--- src/rtl/dgt_pkg.sv ---
package dgt_pkg;
  typedef struct packed {
    logic skip_clean;  // filter clean granules
    logic clean_en;    // pass clears data-memory dirty bits
  } mode_t;
endpackage

--- src/rtl/dgt_dirty_array.sv ---
module dgt_dirty_array #(
  parameter int unsigned IDX_W = 6
) (
  input  logic             clk_i,
  input  logic             rst_ni,
  input  logic             set_vld_i,
  input  logic [IDX_W-1:0] set_idx_i,
  input  logic             clr_vld_i,
  input  logic [IDX_W-1:0] clr_idx_i,
  input  logic [IDX_W-1:0] rd_idx_i,
  output logic             rd_dirty_o
);
  localparam int unsigned NUM_GRAN = 1 << IDX_W;

  logic [NUM_GRAN-1:0] dirty_q;

  for (genvar g = 0; g < NUM_GRAN; g++) begin : g_bit
    // store wins over a clean in the same cycle
    always_ff @(posedge clk_i or negedge rst_ni) begin
      if (!rst_ni)                                         dirty_q[g] <= 1'b0;
      else if (set_vld_i && set_idx_i == IDX_W'(g))        dirty_q[g] <= 1'b1;
      else if (clr_vld_i && clr_idx_i == IDX_W'(g))        dirty_q[g] <= 1'b0;
    end
  end

  assign rd_dirty_o = dirty_q[rd_idx_i];

  AST_STORE_MARKS: assert property (@(posedge clk_i) disable iff (!rst_ni)
    set_vld_i |=> dirty_q[$past(set_idx_i)]);
  AST_VISIT_CLEANS: assert property (@(posedge clk_i) disable iff (!rst_ni)
    clr_vld_i && !(set_vld_i && set_idx_i == clr_idx_i) |=> !dirty_q[$past(clr_idx_i)]);
endmodule

--- src/rtl/dgt_range.sv ---
module dgt_range #(
  parameter int unsigned ADDR_W   = 10,
  parameter int unsigned GRAN_LSB = 4,
  parameter int unsigned IDX_W    = ADDR_W - GRAN_LSB
) (
  input  logic [ADDR_W-1:0] start_addr_i,
  input  logic [ADDR_W:0]   len_i,
  output logic [IDX_W-1:0]  first_o,
  output logic [IDX_W-1:0]  last_o,
  output logic              empty_o
);
  logic [ADDR_W+1:0] end_w;

  always_comb begin
    end_w   = {2'b00, start_addr_i} + {1'b0, len_i} - (ADDR_W+2)'(1);
    empty_o = (len_i == '0);
    first_o = IDX_W'(start_addr_i >> GRAN_LSB);
    // clip at the top granule when the range runs off the memory
    if (end_w[ADDR_W+1:ADDR_W] != 2'b00) last_o = '1;
    else                                 last_o = IDX_W'(end_w >> GRAN_LSB);
  end
endmodule

--- src/rtl/dgt_walker.sv ---
module dgt_walker
  import dgt_pkg::*;
#(
  parameter int unsigned ADDR_W   = 10,
  parameter int unsigned GRAN_LSB = 4,
  parameter int unsigned IDX_W    = ADDR_W - GRAN_LSB
) (
  input  logic              clk_i,
  input  logic              rst_ni,
  input  logic              start_i,
  input  logic [IDX_W-1:0]  first_i,
  input  logic [IDX_W-1:0]  last_i,
  input  logic              empty_i,
  input  mode_t             mode_i,
  input  logic              dirty_i,
  output logic [IDX_W-1:0]  cur_o,
  output logic              clr_vld_o,
  output logic              busy_o,
  output logic              xfer_vld_o,
  output logic [ADDR_W-1:0] xfer_addr_o,
  output logic              done_o
);
  logic              busy_q, xfer_vld_q, done_q;
  logic [IDX_W-1:0]  cur_q, last_q;
  logic [ADDR_W-1:0] xfer_addr_q;
  mode_t             mode_q;
  logic              issue;

  assign issue     = busy_q && (!mode_q.skip_clean || dirty_i);
  assign clr_vld_o = busy_q && mode_q.clean_en;
  assign cur_o     = cur_q;

  always_ff @(posedge clk_i or negedge rst_ni) begin
    if (!rst_ni) begin
      busy_q      <= 1'b0;
      xfer_vld_q  <= 1'b0;
      done_q      <= 1'b0;
      cur_q       <= '0;
      last_q      <= '0;
      xfer_addr_q <= '0;
      mode_q      <= '0;
    end else begin
      xfer_vld_q <= 1'b0;
      done_q     <= 1'b0;
      if (busy_q) begin
        xfer_vld_q <= issue;
        if (issue) xfer_addr_q <= {cur_q, {GRAN_LSB{1'b0}}};
        if (cur_q == last_q) begin
          busy_q <= 1'b0;
          done_q <= 1'b1;
        end else begin
          cur_q <= cur_q + IDX_W'(1);
        end
      end else if (start_i) begin
        if (empty_i) begin
          done_q <= 1'b1;
        end else begin
          busy_q <= 1'b1;
          cur_q  <= first_i;
          last_q <= last_i;
          mode_q <= mode_i;
        end
      end
    end
  end

  assign busy_o      = busy_q;
  assign xfer_vld_o  = xfer_vld_q;
  assign xfer_addr_o = xfer_addr_q;
  assign done_o      = done_q;

  AST_DONE_PULSE: assert property (@(posedge clk_i) disable iff (!rst_ni)
    done_q |=> !done_q);
  AST_DONE_IDLE: assert property (@(posedge clk_i) disable iff (!rst_ni)
    done_q |-> !busy_q);
  AST_FULL_EMIT: assert property (@(posedge clk_i) disable iff (!rst_ni)
    busy_q && !mode_q.skip_clean |=> xfer_vld_q);
  AST_SKIP_CLEAN: assert property (@(posedge clk_i) disable iff (!rst_ni)
    busy_q && mode_q.skip_clean && !dirty_i |=> !xfer_vld_q);
  AST_ASCEND: assert property (@(posedge clk_i) disable iff (!rst_ni)
    busy_q && cur_q != last_q |=> cur_q == $past(cur_q) + IDX_W'(1));
  AST_BUSY_START: assert property (@(posedge clk_i) disable iff (!rst_ni)
    busy_q && start_i && cur_q != last_q |=> $stable(mode_q) && $stable(last_q));
endmodule

--- src/rtl/dirty_granule_tracker.sv ---
module dirty_granule_tracker
  import dgt_pkg::*;
#(
  parameter int unsigned ADDR_W     = 10,
  parameter int unsigned WORD_BYTES = 4,
  parameter int unsigned GRAN_WORDS = 4
) (
  input  logic              clk_i,
  input  logic              rst_ni,
  input  logic              st_vld_i,
  input  logic [ADDR_W-1:0] st_addr_i,
  input  logic              start_i,
  input  logic [ADDR_W-1:0] start_addr_i,
  input  logic [ADDR_W:0]   len_i,
  input  logic              full_i,
  input  logic              instr_tgt_i,
  input  logic              to_ext_i,
  output logic              busy_o,
  output logic              xfer_vld_o,
  output logic [ADDR_W-1:0] xfer_addr_o,
  output logic              done_o
);
  localparam int unsigned GRAN_LSB = $clog2(WORD_BYTES * GRAN_WORDS);
  localparam int unsigned IDX_W    = ADDR_W - GRAN_LSB;

  logic [IDX_W-1:0] st_idx, first, last, cur;
  logic             empty, dirty, clr_vld;
  mode_t            mode;

  assign st_idx          = IDX_W'(st_addr_i >> GRAN_LSB);
  assign mode.skip_clean = to_ext_i && !full_i && !instr_tgt_i;
  assign mode.clean_en   = !instr_tgt_i;

  dgt_range #(.ADDR_W(ADDR_W), .GRAN_LSB(GRAN_LSB), .IDX_W(IDX_W)) u_range (
    .start_addr_i(start_addr_i),
    .len_i       (len_i),
    .first_o     (first),
    .last_o      (last),
    .empty_o     (empty)
  );

  dgt_dirty_array #(.IDX_W(IDX_W)) u_dirty (
    .clk_i     (clk_i),
    .rst_ni    (rst_ni),
    .set_vld_i (st_vld_i),
    .set_idx_i (st_idx),
    .clr_vld_i (clr_vld),
    .clr_idx_i (cur),
    .rd_idx_i  (cur),
    .rd_dirty_o(dirty)
  );

  dgt_walker #(.ADDR_W(ADDR_W), .GRAN_LSB(GRAN_LSB), .IDX_W(IDX_W)) u_walk (
    .clk_i      (clk_i),
    .rst_ni     (rst_ni),
    .start_i    (start_i),
    .first_i    (first),
    .last_i     (last),
    .empty_i    (empty),
    .mode_i     (mode),
    .dirty_i    (dirty),
    .cur_o      (cur),
    .clr_vld_o  (clr_vld),
    .busy_o     (busy_o),
    .xfer_vld_o (xfer_vld_o),
    .xfer_addr_o(xfer_addr_o),
    .done_o     (done_o)
  );

  AST_RESET_QUIET: assert property (@(posedge clk_i) disable iff (!rst_ni)
    $rose(rst_ni) |-> !busy_o && !done_o);
  AST_EMIT_ALIGNED: assert property (@(posedge clk_i) disable iff (!rst_ni)
    xfer_vld_o |-> xfer_addr_o[GRAN_LSB-1:0] == '0);
endmodule

--- config.mk ---
export PLATFORM = sky130hd
export DESIGN_NAME = dirty_granule_tracker
export DESIGN_NICKNAME = d
export VERILOG_FILES = /design/src/rtl/dgt_pkg.sv /design/src/rtl/dgt_dirty_array.sv /design/src/rtl/dgt_range.sv /design/src/rtl/dgt_walker.sv /design/src/rtl/dirty_granule_tracker.sv
export SDC_FILE = /design/constraint.sdc
export NUM_CORES = 1
export LEC_CHECK = 0
export CORE_ASPECT_RATIO = 1.25
export CORE_MARGIN = 3
export CORE_UTILIZATION = 50
export DETAILED_ROUTE_END_ITERATION = 8
export GPL_ROUTABILITY_DRIVEN = 0
export PLACE_DENSITY = 0.8
export SLEW_MARGIN = 20
export SYNTH_ARGS = -nofsm -noshare
export SYNTH_HDL_FRONTEND = slang
export SYNTH_SLANG_ARGS = --single-unit
--- constraint.sdc ---
create_clock -name clk_i -period 5.21 [get_ports clk_i]
set_input_delay 0.521 -clock clk_i [delete_from_list [all_inputs] [get_ports clk_i]]
set_output_delay 0.521 -clock clk_i [all_outputs]
set_load 0.02 [all_outputs]
=== Word level (Yosys, flattened, before mapping) ===
Index checks and enable logic that the tools add are counted.

* Register bits after elaboration: 87
* Input port bits: 38
* Word-level logic and storage cells: 559

* Add/sub/neg operators: 3
* $lt $le $gt $ge: 1
* Equal/unequal tests: 129
* Multiplexer cells: 144
* Bitwise gates (word level): 2
* Reduce and logical (&&, ||, !) cells: 208

{| class="wikitable"
|+ Operators with widths
! cell !! count
|-
| 6-bit == test (second input constant) || 64
|-
| 6-bit by 5-bit == test with 1-bit output (second input constant) || 32
|-
| 1-bit two-way mux || 138
|-
| 1-bit logical AND || 132
|-
| 2-bit nonzero test || 66
|-
| 6-bit by 4-bit == test with 1-bit output (second input constant) || 16
|-
| 6-bit by 3-bit == test with 1-bit output (second input constant) || 8
|-
| 6-bit two-way mux || 5
|-
| 6-bit by 2-bit == test with 1-bit output (second input constant) || 4
|-
| 10-bit by 11-bit adder with 12-bit output || 1
|-
| 6-bit by 1-bit == test with 1-bit output (second input constant) || 2
|-
| 6-bit zero test || 2
|-
| 12-bit by 1-bit subtractor with 12-bit output (second input constant) || 1
|-
| 11-bit zero test || 1
|-
| 6-bit by 7-bit less-than comparator with 1-bit output (second input constant) || 1
|-
| 6-bit by 1-bit adder with 6-bit output (second input constant) || 1
|-
| 1-bit binary-select mux with 6-bit select || 1
|-
| 6-bit == test || 1
|-
| 3-bit AND reduction || 2
|-
| 1-bit zero test || 3
|-
| 2-bit by 1-bit inequality test with 1-bit output (second input constant) || 1
|-
| 2-bit inequality test (second input constant) || 1
|-
| 1-bit NOT || 2
|-
| 2-bit AND reduction || 1
|-
| 1-bit logical OR || 1
|}

=== Logic depth before layout (Yosys ltp) ===
* Word-level depth: 5
* Depth in mapped cells: 10
* Gate-level depth less buffers: 10

=== By module ===
A second synthesis with hierarchy kept.

* Cell total of the unflattened synthesis: 555
* Area, all modules: 5117.4 um^2

{| class="wikitable"
|+ Modules (own cells, without submodules)
! module !! instances !! cells an instance !! area an instance (um^2) !! seq. area each (um^2)
|-
| dgt_dirty_array || 1 || 314 || 3135.5 || 1601.5
|-
| dgt_walker || 1 || 128 || 1226.2 || 575.6
|-
| dgt_range || 1 || 111 || 739.5 || 0.0
|-
| dirty_granule_tracker || 1 || 2 || 16.3 || 0.0
|}

=== Worst setup path before layout ===
No wires, ideal clock.

* Path type: register to register
* Start point: reg u_walk.cur_q[1], in the netlist u_walk.cur_o[1]
* End point: reg u_walk.xfer_addr_q[4], in the netlist u_walk.xfer_addr_o[4]
* Data arrival time: 2504 ps
* Data required time: 5085 ps
* Path slack: 2582 ps
* Stages on the path, launching flop included: 7
* Buffers on the path: 1
* Clock period less this slack: 2628 ps
* Cells stage by stage: dfrtp_1 buf_6 mux4_1 mux4_2 o2111a_1 o41ai_4 mux2_2

* Word-level cells in the longest chain between the ends: 5

{| class="wikitable"
|+ Ends and longest elaborated chain
! element !! RTL line !! RTL
|-
| start: declaration || dgt_walker.sv:24 || <nowiki>logic [IDX_W-1:0] cur_q, last_q;</nowiki>
|-
| start signal: assignment || dgt_walker.sv:52 || <nowiki>cur_q <= cur_q + IDX_W'(1);</nowiki>
|-
| start signal: assignment || dgt_walker.sv:59 || <nowiki>cur_q <= first_i;</nowiki>
|-
| 1-bit binary-select mux with 6-bit select || dgt_dirty_array.sv:26 || <nowiki>assign rd_dirty_o = dirty_q[rd_idx_i];</nowiki>
|-
| 1-bit two-way mux (not written as such) || dgt_dirty_array.sv:26 ||
|-
| 1-bit logical OR || dgt_walker.sv:29 || <nowiki>assign issue = busy_q && (!mode_q.skip_clean || dirty_i);</nowiki>
|-
| 1-bit logical AND || dgt_walker.sv:29 ||
|-
| 2-bit AND reduction (no line) || - ||
|-
| end signal: assignment || dgt_walker.sv:47 || <nowiki>if (issue) xfer_addr_q <= {cur_q, {GRAN_LSB{1'b0}}};</nowiki>
|-
| end: declaration || dgt_walker.sv:25 || <nowiki>logic [ADDR_W-1:0] xfer_addr_q;</nowiki>
|}

No other way between the ends. The select of a mux whose other input is x is not followed.
A chain may end at the register's enable or synchronous reset.

=== Worst setup path after layout ===
* Start point: reg u_walk.cur_q[0], in the netlist u_walk.cur_o[0]
* End point: reg u_walk.xfer_addr_q[7], in the netlist u_walk.xfer_addr_o[7]

The elaborated chain is that of the path after synthesis.

==> out/metrics.csv <==
metric;value;unit
ys async rst share;1.00;
Final Non-Filler Cells;661;
Clock transition at path regs;0.06;ns
logic gate share of total power;0.398;
WP data arrival;3.36;ns
Hold Crit Class;in -> async;
via/cell ratio;6.28;
RSZ-0062 raised after global routing;false;
global-route wire length before repair;20.3;mm
leading register cell type out of synthesis;dfrtp_1;
clock latency on the worst-skew pair;0.34;ns
Final TNS setup;0;ns
Peak VDD IR;0.207;mV
Post-Syn Area;4830;sq um
startpoint types;register;
CP endpoint kind;register;
Max-Cap Viols;0;
period utilization;0.603;
CTS root buf;clkbuf_16;
DRT antenna net count;0;
sequential share of power;0.408;
Final Util;0.600;
H-Tree Depth;3;
worst-case hold slack;0.224;ns
initial DRC count;433;
CTS max path bufs;2;
Pleak;2.16;nW
max frequency;318;MHz
mux contribution to synthesized area;0.110;
dpl hpwl;8.62;mm
Synth Area in XOR/XNOR;0.0236;
Ys Warns;0;
main combinational cell family by area after synthesis;compound AO/OA/AOI/OAI gates;
TritonCTS clock tree;done;
Nets;593;
Initial Util;0.521;
Final setup viols;0;
most common cell after layout, fill and taps aside;o21ai_0;
switching share of power;0.389;
gr ovfl total;0;
clock power share;0.194;
Cell variety after synth;44;
relative slew slack;0.316;
Die ar.;10900;sq um
Max Slew Vio Count;0;
final hold viol count;0;
Adder-Cell Fraction of Synth Area;0.0570;
Power Dens Cells;529;nW/um^2
post-CTS repair timing setup buffer count;0;
DIE WIDTH;93.9;microns
Inst Count DP;645;
worst-margin pin slew;1.02;ns
PostCTS Resize Cnt;0;
number of global-route vias before repair;4228;
CP max stage cell;dfrtp_1;
Critical Path RT;5.43;ns
sequential share of the synthesized area;0.450;
largest net degree at the start of global routing;88;
Vias;4153;
initial antenna violation count;0;
post-synthesis area per instance;9.59;sq um
DRC violations left;0;
Port Buffers;42;
P&R area growth vs syn;15.0;%
Total Wirelength;12.2;mm
Layout Skew;0.00631;ns
synthesized netlist cell count;504;
Inserted Diodes;0;
CP Max Fanout;15;
layout cells sized above 1;0.0651;
CP most frequent cell;mux2_2;
Ports;51;
DR WL/cell;18.4;microns
Setup Crit Path Kind;reg -> reg;
sequence of cells on the critical path;mux4_2, mux2_2, nand3_1, o41ai_1, o41ai_4, mux2_2;
Die Height;116;microns
drt pass-1 iters;6;
slowest stage delay, CP;0.83;ns
site row count;39;
Synth Area in Compound Gates;0.196;
hold-fix buffers at CTS;0;
GRT Util Overall;0.239;
flops & latches, synth;87;
EDFF count, synth;0;
Inserted Clock Buffers;9;
most frequent cells in the layout;o21ai_0 (137), dfrtp_1 (87), inv_1 (44), clkdlybuf4s50_1 (41), nand2_1 (35);
Pwr Total;0.00294;W
core box area;9270;sq um
post-synthesis simple-gate area fraction;0.0997;
Final min period;3.14;ns
sw power;0.00115;W
status;completed;
Cell Int Power;0.00180;W
TritonCTS sink count;87;
-- power groups by stage --
stage / Sequential [W] / Combinational [W] / Clock, W
6_report: 0.00120 / 0.00117 / 0.000570
2_1_floorplan: 0.00109 / 0.000888 / 0
5_1_grt: 0.00124 / 0.00129 / 0.000604
3_5_place_dp: 0.00120 / 0.00115 / 0
4_1_cts: 0.00119 / 0.00116 / 0.000574
3_3_place_gp: 0.00118 / 0.00110 / 0
-- cells by family after synthesis --
| kind of cell | after synthesis |
|---|---|
| XOR/XNOR | 13 |
| AND/OR/NAND/NOR | 100 |
| adder cells (fa/ha/maj) | 22 |
| flip-flops | 87 |
| AO/OA/AOI/OAI | 175 |
| other | 1 |
| multiplexers | 33 |
| buffers and inverters | 73 |
-- cell type report --
type / count / area, sq um
multi-input combinational: 347 / 2370
timing repair buffer: 44 / 437
clock inverter: 4 / 22.5
sequential: 87 / 2180
fill: 766 / 3710
inverter: 44 / 165
clock buffer: 12 / 236
tap: 123 / 154
-- final timing paths --
path,from,end,slack [ns],cells after the start
setup / recovery,u_walk.cur_o[0],u_walk.xfer_addr_o[7],2.07,6
hold / removal,rst_ni,u_dirty.dirty_q[27],0.22,1
setup reg to reg,u_walk.cur_o[0],u_walk.xfer_addr_o[7],2.07,6
hold reg to reg,u_dirty.dirty_q[23],u_dirty.dirty_q[23],0.50,2
max in group asynchronous,rst_ni,u_dirty.dirty_q[29],4.45,1
min in group clk_i,u_dirty.dirty_q[23],u_dirty.dirty_q[23],0.50,2
-- critical path, delay by kind of cell, from the launching register on --
kind | cells | cell delay (ns)
simple gates | 1 | 0.09
compound gates | 2 | 0.79
mux | 3 | 1.30
flops | 1 | 0.83
-- registers in the layout (all words and copies together) (netlist names) --
name / count
u_walk.busy_o: 1
u_walk.done_o: 1
u_walk.xfer_vld_o: 1
u_dirty.dirty_q: 64
u_walk.xfer_addr_o: 6
u_walk.mode_q: 2
u_walk.last_q: 6
u_walk.cur_o: 6
-- per-stage QoR --
| step | instance area, sq um | setup slack, ns |
|---|---|---|
| CTS | 5560 | 2.08 |
| floorplan | 4840 | 2.58 |
| detailed placement | 5300 | 2.08 |
| global placement | 5300 | 2.15 |
| global route | 5560 | 1.96 |
| finish | 5560 | 2.07 |
-- cell usage after synthesis, types with 4 or more instances --
library cell | number | area, sq um
mux2_2 | 7 | 78.8
xnor2_1 | 7 | 61.3
dfrtp_1 | 87 | 2180
a31oi_1 | 9 | 56.3
ha_1 | 22 | 275
nor2_1 | 18 | 67.6
nor2b_1 | 8 | 50.1
a21oi_1 | 15 | 75.1
nand3_1 | 17 | 85.1
buf_4 | 4 | 30.0
clkbuf_1 | 19 | 71.3
mux4_1 | 5 | 131
inv_1 | 44 | 165
mux4_2 | 9 | 203
o21ai_0 | 137 | 686
mux2i_1 | 12 | 120
nand2_1 | 35 | 131
nand4_1 | 6 | 37.5
xor2_1 | 6 | 52.6
-- layer usage --
metal | routed length [microns] | GRT usage | vias up
li1 | - | - | 1852
met1 | 4620 | 0.292 | 2024
met2 | 6240 | 0.410 | 234
met3 | 938 | 0.0435 | 43
met4 | 377 | 0.112 | 0
met5 | 0 | 0 | -
Power figures use the tool's default switching activity.
